### src/rtl/fpmm_pkg.sv
package fpmm_pkg;
  localparam int unsigned FLAG_LO  = 1;
  localparam int unsigned FLAG_HI  = 5;
  localparam int unsigned FLAG_INV = 1;

  typedef struct packed {
    logic is_nan;
    logic is_snan;
  } opnd_cls_t;
endpackage

### src/rtl/fpmm_classify.sv
module fpmm_classify #(
  parameter int unsigned W      = 32,
  parameter int unsigned FRAC_W = 23
) (
  input  logic [W-1:0]          op_i,
  output fpmm_pkg::opnd_cls_t   cls_o
);
  localparam int unsigned EXP_W = W - 1 - FRAC_W;

  logic [EXP_W-1:0]  exp_f;
  logic [FRAC_W-1:0] frac_f;

  assign exp_f  = op_i[W-2 -: EXP_W];
  assign frac_f = op_i[FRAC_W-1:0];

  always_comb begin
    cls_o.is_nan  = (&exp_f) && (|frac_f);
    cls_o.is_snan = cls_o.is_nan && !frac_f[FRAC_W-1];
  end
endmodule

### src/rtl/fpmm_order.sv
module fpmm_order #(
  parameter int unsigned W = 32
) (
  input  logic [W-1:0] a_i,
  input  logic [W-1:0] b_i,
  output logic         a_lt_b_o
);
  logic         sa, sb;
  logic [W-2:0] ma, mb;

  assign sa = a_i[W-1];
  assign sb = b_i[W-1];
  assign ma = a_i[W-2:0];
  assign mb = b_i[W-2:0];

  // sign-magnitude order; -0 sorts below +0 through the sign term
  always_comb begin
    if (sa != sb)  a_lt_b_o = sa;
    else if (sa)   a_lt_b_o = (ma > mb);
    else           a_lt_b_o = (ma < mb);
  end
endmodule

### src/rtl/fp_minmax_unit.sv
module fp_minmax_unit #(
  parameter bit DOUBLE = 1'b0,
  localparam int unsigned W      = DOUBLE ? 64 : 32,
  localparam int unsigned FRAC_W = DOUBLE ? 52 : 23
) (
  input  logic                 clk_i,
  input  logic                 rst_ni,
  input  logic [W-1:0]         a_i,
  input  logic [W-1:0]         b_i,
  input  logic                 op_max_i,
  output logic [W-1:0]         result_o,
  output logic [fpmm_pkg::FLAG_HI:fpmm_pkg::FLAG_LO] flags_o
);
  import fpmm_pkg::*;

  localparam int unsigned N_OPS = 2;

  logic [W-1:0] opnd [N_OPS];
  opnd_cls_t    cls  [N_OPS];
  logic         a_lt_b;
  logic [W-1:0] res_d;
  logic [FLAG_HI:FLAG_LO] flags_d;

  assign opnd[0] = a_i;
  assign opnd[1] = b_i;

  for (genvar g = 0; g < N_OPS; g++) begin : g_cls
    fpmm_classify #(.W(W), .FRAC_W(FRAC_W)) u_cls (
      .op_i  (opnd[g]),
      .cls_o (cls[g])
    );
  end

  fpmm_order #(.W(W)) u_order (
    .a_i      (a_i),
    .b_i      (b_i),
    .a_lt_b_o (a_lt_b)
  );

  always_comb begin
    if (cls[0].is_nan && cls[1].is_nan) res_d = '1;
    else if (cls[0].is_nan)             res_d = b_i;
    else if (cls[1].is_nan)             res_d = a_i;
    else                                res_d = (op_max_i ^ a_lt_b) ? a_i : b_i;
  end

  always_comb begin
    flags_d           = '0;
    flags_d[FLAG_INV] = cls[0].is_snan | cls[1].is_snan;
  end

  always_ff @(posedge clk_i or negedge rst_ni) begin
    if (!rst_ni) begin
      result_o <= '0;
      flags_o  <= '0;
    end else begin
      result_o <= res_d;
      flags_o  <= flags_d;
    end
  end
endmodule

### config.mk
export PLATFORM = sky130hd
export DESIGN_NAME = fp_minmax_unit
export DESIGN_NICKNAME = d
export VERILOG_FILES = /design/src/rtl/fpmm_pkg.sv /design/src/rtl/fpmm_classify.sv /design/src/rtl/fpmm_order.sv /design/src/rtl/fp_minmax_unit.sv
export SDC_FILE = /design/constraint.sdc
export NUM_CORES = 1
export LEC_CHECK = 0
export CORE_MARGIN = 1.5
export CORE_UTILIZATION = 45
export DETAILED_ROUTE_END_ITERATION = 10
export DONT_BUFFER_PORTS = 1
export PLACE_DENSITY = 0.66
export SKIP_CTS_REPAIR_TIMING = 1
export SYNTH_ARGS = -nofsm -noshare
export SYNTH_HDL_FRONTEND = slang
export SYNTH_SLANG_ARGS = --single-unit
### constraint.sdc
create_clock -name clk_i -period 0.8 [get_ports clk_i]
set_input_delay 0.24 -clock clk_i [delete_from_list [all_inputs] [get_ports clk_i]]
set_output_delay 0.24 -clock clk_i [all_outputs]
set_load 0.01 [all_outputs]
# Word level (Yosys, flattened, before mapping)
# Index checks and enable logic that the tools add are counted.
[word_totals] in_bits=67 wordCells=24 register_bits=33
[op_classes] mux=6 magnitude_cmp=2 bitwise_logic=2 eq_ne=1 n_reduce_logical=11
[op_table] cell="2-to-1 mux 32 bit" count=4
[op_table] cell="OR reduction 23 bit" count=2
[op_table] cell="> comparator 31 bit" count=1
[op_table] cell="< comparator 31 bit" count=1
[op_table] cell="AND reduction 8 bit" count=2
[op_table] cell="logical AND 1 bit" count=5
[op_table] cell="logical NOT 1 bit" count=2
[op_table] cell="2-to-1 mux 1 bit" count=2
[op_table] cell="inequality test 1 bit" count=1
[op_table] cell="OR 1 bit" count=1
[op_table] cell="bitwise XOR 1 bit" count=1

# Logic depth before layout (Yosys ltp)
[logic_depth] depth_word=8 depth_mapped=11 depth_no_buf=10

# By module
# A second synthesis with hierarchy kept.
[unflattened] hier_cells=222 hier_area_um2=2235.9
[modules_own_cells] mod="fp_minmax_unit" seq_area_each_um2=825.8 n_inst=1 area_per_inst_um2=1223.7 cells_per_inst=81
[modules_own_cells] mod="fpmm_order" seq_area_each_um2=0.0 n_inst=1 area_per_inst_um2=829.5 cells_per_inst=117
[modules_own_cells] mod="fpmm_classify" seq_area_each_um2=0.0 n_inst=2 area_per_inst_um2=91.3 cells_per_inst=12

# Worst setup path before layout
# OpenSTA, ideal clock, no wires.
[synth_path] path_type="input to register" from="input b_i[2]" to="register result_o[24]" path_stages=11 t_arrival_ns=2.272 setup_ns=0.127 slack_ns=-1.599 cell_sequence="inv_1 > ha_1 > a21oi_1 > a21oi_1 > o31a_1 > o41ai_4 > and3_1 > nor3_2 > or2_0 > buf_6 > o32a_2"
[synth_via] elab_chain_len=8
[synth_lines] item="from (decl)" line="fp_minmax_unit.sv:9" source="input logic [W-1:0] b_i,"
[synth_lines] item="< comparator 31 bit or > comparator 31 bit (tied branches)" line="fpmm_order.sv:20, fpmm_order.sv:19"
[synth_lines] item="2-to-1 mux 1 bit" line="fpmm_order.sv:19" source="else if (sa) a_lt_b_o = (ma > mb);"
[synth_lines] item="2-to-1 mux 1 bit" line="fpmm_order.sv:18" source="if (sa != sb) a_lt_b_o = sa;"
[synth_lines] item="bitwise XOR 1 bit" line="fp_minmax_unit.sv:44" source="else res_d = (op_max_i ^ a_lt_b) ? a_i : b_i;"
[synth_lines] item="2-to-1 mux 32 bit" line="fp_minmax_unit.sv:44"
[synth_lines] item="2-to-1 mux 32 bit" line="fp_minmax_unit.sv:43" source="else if (cls[1].is_nan) res_d = a_i;"
[synth_lines] item="2-to-1 mux 32 bit" line="fp_minmax_unit.sv:42" source="else if (cls[0].is_nan) res_d = b_i;"
[synth_lines] item="2-to-1 mux 32 bit *" line="fp_minmax_unit.sv:41" source="if (cls[0].is_nan && cls[1].is_nan) res_d = '1;"
[synth_lines] item="net res_d[24]" line="fp_minmax_unit.sv:21" source="logic [W-1:0] res_d;"
[synth_lines] item="to (signal assigned)" line="fp_minmax_unit.sv:57" source="result_o <= res_d;"
[synth_lines] item="to (decl)" line="fp_minmax_unit.sv:11" source="output logic [W-1:0] result_o,"
# The timed path passes the listed nets; every way through them passes the cells marked *.

# Worst setup path after layout
[layout_path] from="input a_i[2]" to="register result_o[19]"
[layout_via] elab_chain_len=8
[layout_lines] item="from (decl)" line="fp_minmax_unit.sv:8" source="input logic [W-1:0] a_i,"
[layout_lines] item="< comparator 31 bit or > comparator 31 bit (tied branches)" line="fpmm_order.sv:20, fpmm_order.sv:19"
[layout_lines] item="2-to-1 mux 1 bit" line="fpmm_order.sv:19"
[layout_lines] item="2-to-1 mux 1 bit" line="fpmm_order.sv:18"
[layout_lines] item="bitwise XOR 1 bit" line="fp_minmax_unit.sv:44"
[layout_lines] item="2-to-1 mux 32 bit" line="fp_minmax_unit.sv:44"
[layout_lines] item="2-to-1 mux 32 bit" line="fp_minmax_unit.sv:43"
[layout_lines] item="2-to-1 mux 32 bit" line="fp_minmax_unit.sv:42"
[layout_lines] item="2-to-1 mux 32 bit *" line="fp_minmax_unit.sv:41"
[layout_lines] item="net res_d[19]" line="fp_minmax_unit.sv:21"
# Marked as above.

==> flow_results.org <==
** Synthesis
- Flops & latches, synth :: 33
- After synthesis, the share of flip-flops with an asynchronous set or reset is 1.000.
- Synth Cell Area :: 0.002369 mm²
- For this run, the number of Yosys warnings is 0.
- EDFF count, synth :: 0
- The share of the Yosys chip area taken by registers is 0.3487.
- Dividing the synthesized area by the synthesized cell count gives 9.869 µm².
- Mapped Cells :: 240
- Commonest register cell after synthesis :: sky130_fd_sc_hd__dfrtp_1
- Unique cell type count in the Yosys netlist :: 42

** Hold path
- The path class of the tightest hold or removal check is in2async.

** Critical path
- At the worst endpoint, the required time is 1.02 ns.
- Of all nets on the critical path, the largest fanout is 6.
- Top delay family on crit path :: compound AO/OA/AOI/OAI gates
- Walking the worst path, the cells encountered are ha_4, a21oi_2, a21oi_1, o31a_1, o41ai_4, and3_4, nor4_2, buf_4, a211oi_4, buf_4, o22a_1.
- Highest-delay cell along the critical path :: sky130_fd_sc_hd__o41ai_4
- Among the stages of the critical path, the cell type that occurs most often is sky130_fd_sc_hd__buf_4.
- STA classifies the critical path startpoint as a primary input.
- Buf+Inv Stages, Crit Path :: 2
- For this run, the slowest stage of the critical path takes 0.35 ns.
- Critical Path End Type :: flip-flop
- The critical path is of the in2reg type.
- At the worst endpoint, the arrival time is 2.42 ns.

** STA
- Total of endpoints with negative setup slack in the final report :: 66
- In the finished design, the share of the clock period the worst path needs comes to 2.742.
- The max-slew violation total from the final report came to 0.
- The number of hold violations in the final report was 33.
- Final critical-path required period :: 2.193 ns
- Post-layout worst setup margin :: -1.393 ns
- Timing would allow up to 455.9 MHz.
- Setup repair after global routing could not meet its margin everywhere.
- Across all hold checks on the routed design, the worst slack comes to -0.3594 ns.

** Pwr
- IR analysis of the VDD net gives a maximum drop of 0.8734 mV.
- Static leakage power :: 1.304 nW
- Dividing total power by cell area gives a power density of 1448 mW/mm².

** Layout
- Once layout is complete, the utilization of the core stands at 0.6252.
- Number of nets at the end of the flow :: 368
- Post-synthesis to final-layout area growth :: 33.97%
- 0 antenna diodes ended up in the layout.
- Share of layout cells above drive strength 1 :: 0.3755
- Cell Count, Final, Fillers Out :: 339
- The filler cells instantiated in the layout total 417.

** Clocking
- Number of buffers on the longest clock path :: 2
- Clock buffers created by TritonCTS :: 5
- Number of clock sinks :: 33
- Level count of the clock H-tree :: 2
- Root buffer cell :: sky130_fd_sc_hd__clkbuf_8
- Clock-pin slew was measured on the worst setup and hold paths at 0.07 ns.
- TritonCTS built the clock tree.

** Status
- Violated checks :: hold timing, setup timing
- Status :: finished, violations left

** Global route
- The first global-routing pass estimated 9522 µm of wire.
- Entering global routing, the biggest net connects 34 pins.
- The initial antenna violation count was 0.
- Number of global-route vias before repair :: 2,049
- For this run, the total global-route usage over all layers was measured as 0.2225.
- Congestion Overflow GR :: 0

** Detailed routing
- After the first detailed-routing iteration, the DRC count stood at 109.
- Summed over all layers, the routed wires come to 6779 µm.
- Average wire length per cell after detail routing :: 20.00 µm
- Remaining design rule violation count :: 0
- The pre-antenna-repair detailed-routing pass consisted of 4 iterations.
- Average vias per placed instance :: 6.192
- The count of nets left with antenna violations once routing finished came out at 0.
- Number of vias in the routed layout :: 2,099

** Floorplan
- Initial Util :: 0.4667
- In this run the core area contains 26 standard-cell rows.
- 104 I/O pins were placed.
- Die area :: 0.005708 mm²
- Die height :: 75.55 µm
- The floorplan step defined a core boundary enclosing 0.005075 mm².
- The floorplan step set the die width to 75.55 µm.

** Placement
- The congestion estimate from routability-driven global placement came to 0.8332.
- Summed over all nets, the half-perimeter wirelength after detailed placement is 4900 µm.
- Placed cells :: 329
- Port Buffer Count :: 0

** Job
- The tool flagged a number of max-cap violations equal to 0.
-- state kept, by name (all words and copies together), names as in the netlist --
name / cells
flags_o: 1
result_o: 32
-- routing by layer --
layer	global-route usage	share of wire	up-vias
met5	0	0	-
met2	0.3548	0.50	84
met1	0.2835	0.39	1038
met3	0.08069	0.091	14
met4	0.06548	0.018	0
li1	-	-	963
-- cells in the final DEF, fill, tap and decap left out, types with 5 or more instances in the layout --
cell type	synthesis	routed
sky130_fd_sc_hd__clkbuf_8	0	5
sky130_fd_sc_hd__buf_6	3	6
sky130_fd_sc_hd__nor4_4	1	5
sky130_fd_sc_hd__a21oi_2	1	6
sky130_fd_sc_hd__inv_1	31	18
sky130_fd_sc_hd__nor4_1	13	8
sky130_fd_sc_hd__ha_4	0	19
sky130_fd_sc_hd__ha_1	31	12
sky130_fd_sc_hd__inv_2	0	9
sky130_fd_sc_hd__nand3_1	7	7
sky130_fd_sc_hd__a21oi_1	13	8
sky130_fd_sc_hd__nand4_1	13	13
sky130_fd_sc_hd__dfrtp_1	33	33
sky130_fd_sc_hd__buf_4	5	25
sky130_fd_sc_hd__o22a_1	24	24
sky130_fd_sc_hd__o32a_4	0	6
sky130_fd_sc_hd__nand2_1	18	18
-- report_power, final --
part | total (mW) | switching, mW | leakage [nW] | internal, mW
combinational | 1.32 | 0.594 | 0.892 | 0.722
sequential | 2.11 | 0.207 | 0.372 | 1.90
clock | 1.17 | 0.595 | 0.0399 | 0.572
total | 4.59 | 1.40 | 1.30 | 3.20
-- final timing paths --
kind / from / endpoint / slack (ns) / depth (start not counted)
max in group asynchronous: rst_ni / result_o[31] / 1.07 / 0
min in group clk_i: b_i[22] / flags_o[1] / 0.04 / 1
worst max-delay path: a_i[2] / result_o[19] / -1.39 / 11
worst min-delay path: rst_ni / flags_o[1] / -0.36 / 0
-- cells by family after synthesis --
| logic type | share of synthesized area |
|---|---|
| and+or+nand+nor | 0.1690 |
| AOI/OAI and AO/OA | 0.2319 |
| buffers and inverters | 0.08505 |
| DFF | 0.3487 |
| adders and majority gates | 0.1638 |
| other | 0.001583 |
-- final cells by class --
class	count	area [µm²]	share of cell area
clock inverter	1	5.005	0.001577
inverter	31	128.9	0.04062
timing repair buffer	31	255.2	0.08044
multi-input combinational	168	1802	0.5678
clock buffer	5	68.82	0.02169
tap	70	87.58	0.02760
sequential	33	825.8	0.2603
-- cell usage after synthesis, types with 2 or more instances --
cell | n | area [µm²]
sky130_fd_sc_hd__buf_6 | 3 | 33.78
sky130_fd_sc_hd__nor4_1 | 13 | 81.33
sky130_fd_sc_hd__buf_4 | 5 | 37.54
sky130_fd_sc_hd__o32a_2 | 6 | 67.56
sky130_fd_sc_hd__nand4_2 | 2 | 25.02
sky130_fd_sc_hd__nand4_1 | 13 | 81.33
sky130_fd_sc_hd__a211oi_2 | 2 | 25.02
sky130_fd_sc_hd__o32a_1 | 2 | 20.02
sky130_fd_sc_hd__nand3_1 | 7 | 35.03
sky130_fd_sc_hd__inv_1 | 31 | 116.4
sky130_fd_sc_hd__buf_2 | 2 | 10.01
sky130_fd_sc_hd__nor2_1 | 4 | 15.01
sky130_fd_sc_hd__a221oi_1 | 2 | 17.52
sky130_fd_sc_hd__a21oi_1 | 13 | 65.06
sky130_fd_sc_hd__dfrtp_1 | 33 | 825.8
sky130_fd_sc_hd__o22a_1 | 24 | 210.2
sky130_fd_sc_hd__ha_1 | 31 | 387.9
sky130_fd_sc_hd__nor3_1 | 3 | 15.01
sky130_fd_sc_hd__nand2_1 | 18 | 67.56
sky130_fd_sc_hd__o21ai_0 | 4 | 20.02
-- per-stage QoR --
stage / instance area (µm²) / TNS (ns) / setup WS [ns] / total power [mW]
global route: 3173 / -51.50 / -1.479 / 4.841
global placement: 2745 / -56.59 / -1.781 / 3.178
finish: 3173 / -48.10 / -1.393 / 4.594
floorplan: 2540 / -49.00 / -1.542 / 2.978
CTS: 2819 / -50.84 / -1.497 / 4.362
detailed placement: 2745 / -55.65 / -1.796 / 3.195
(Power assumes the default switching activity.)
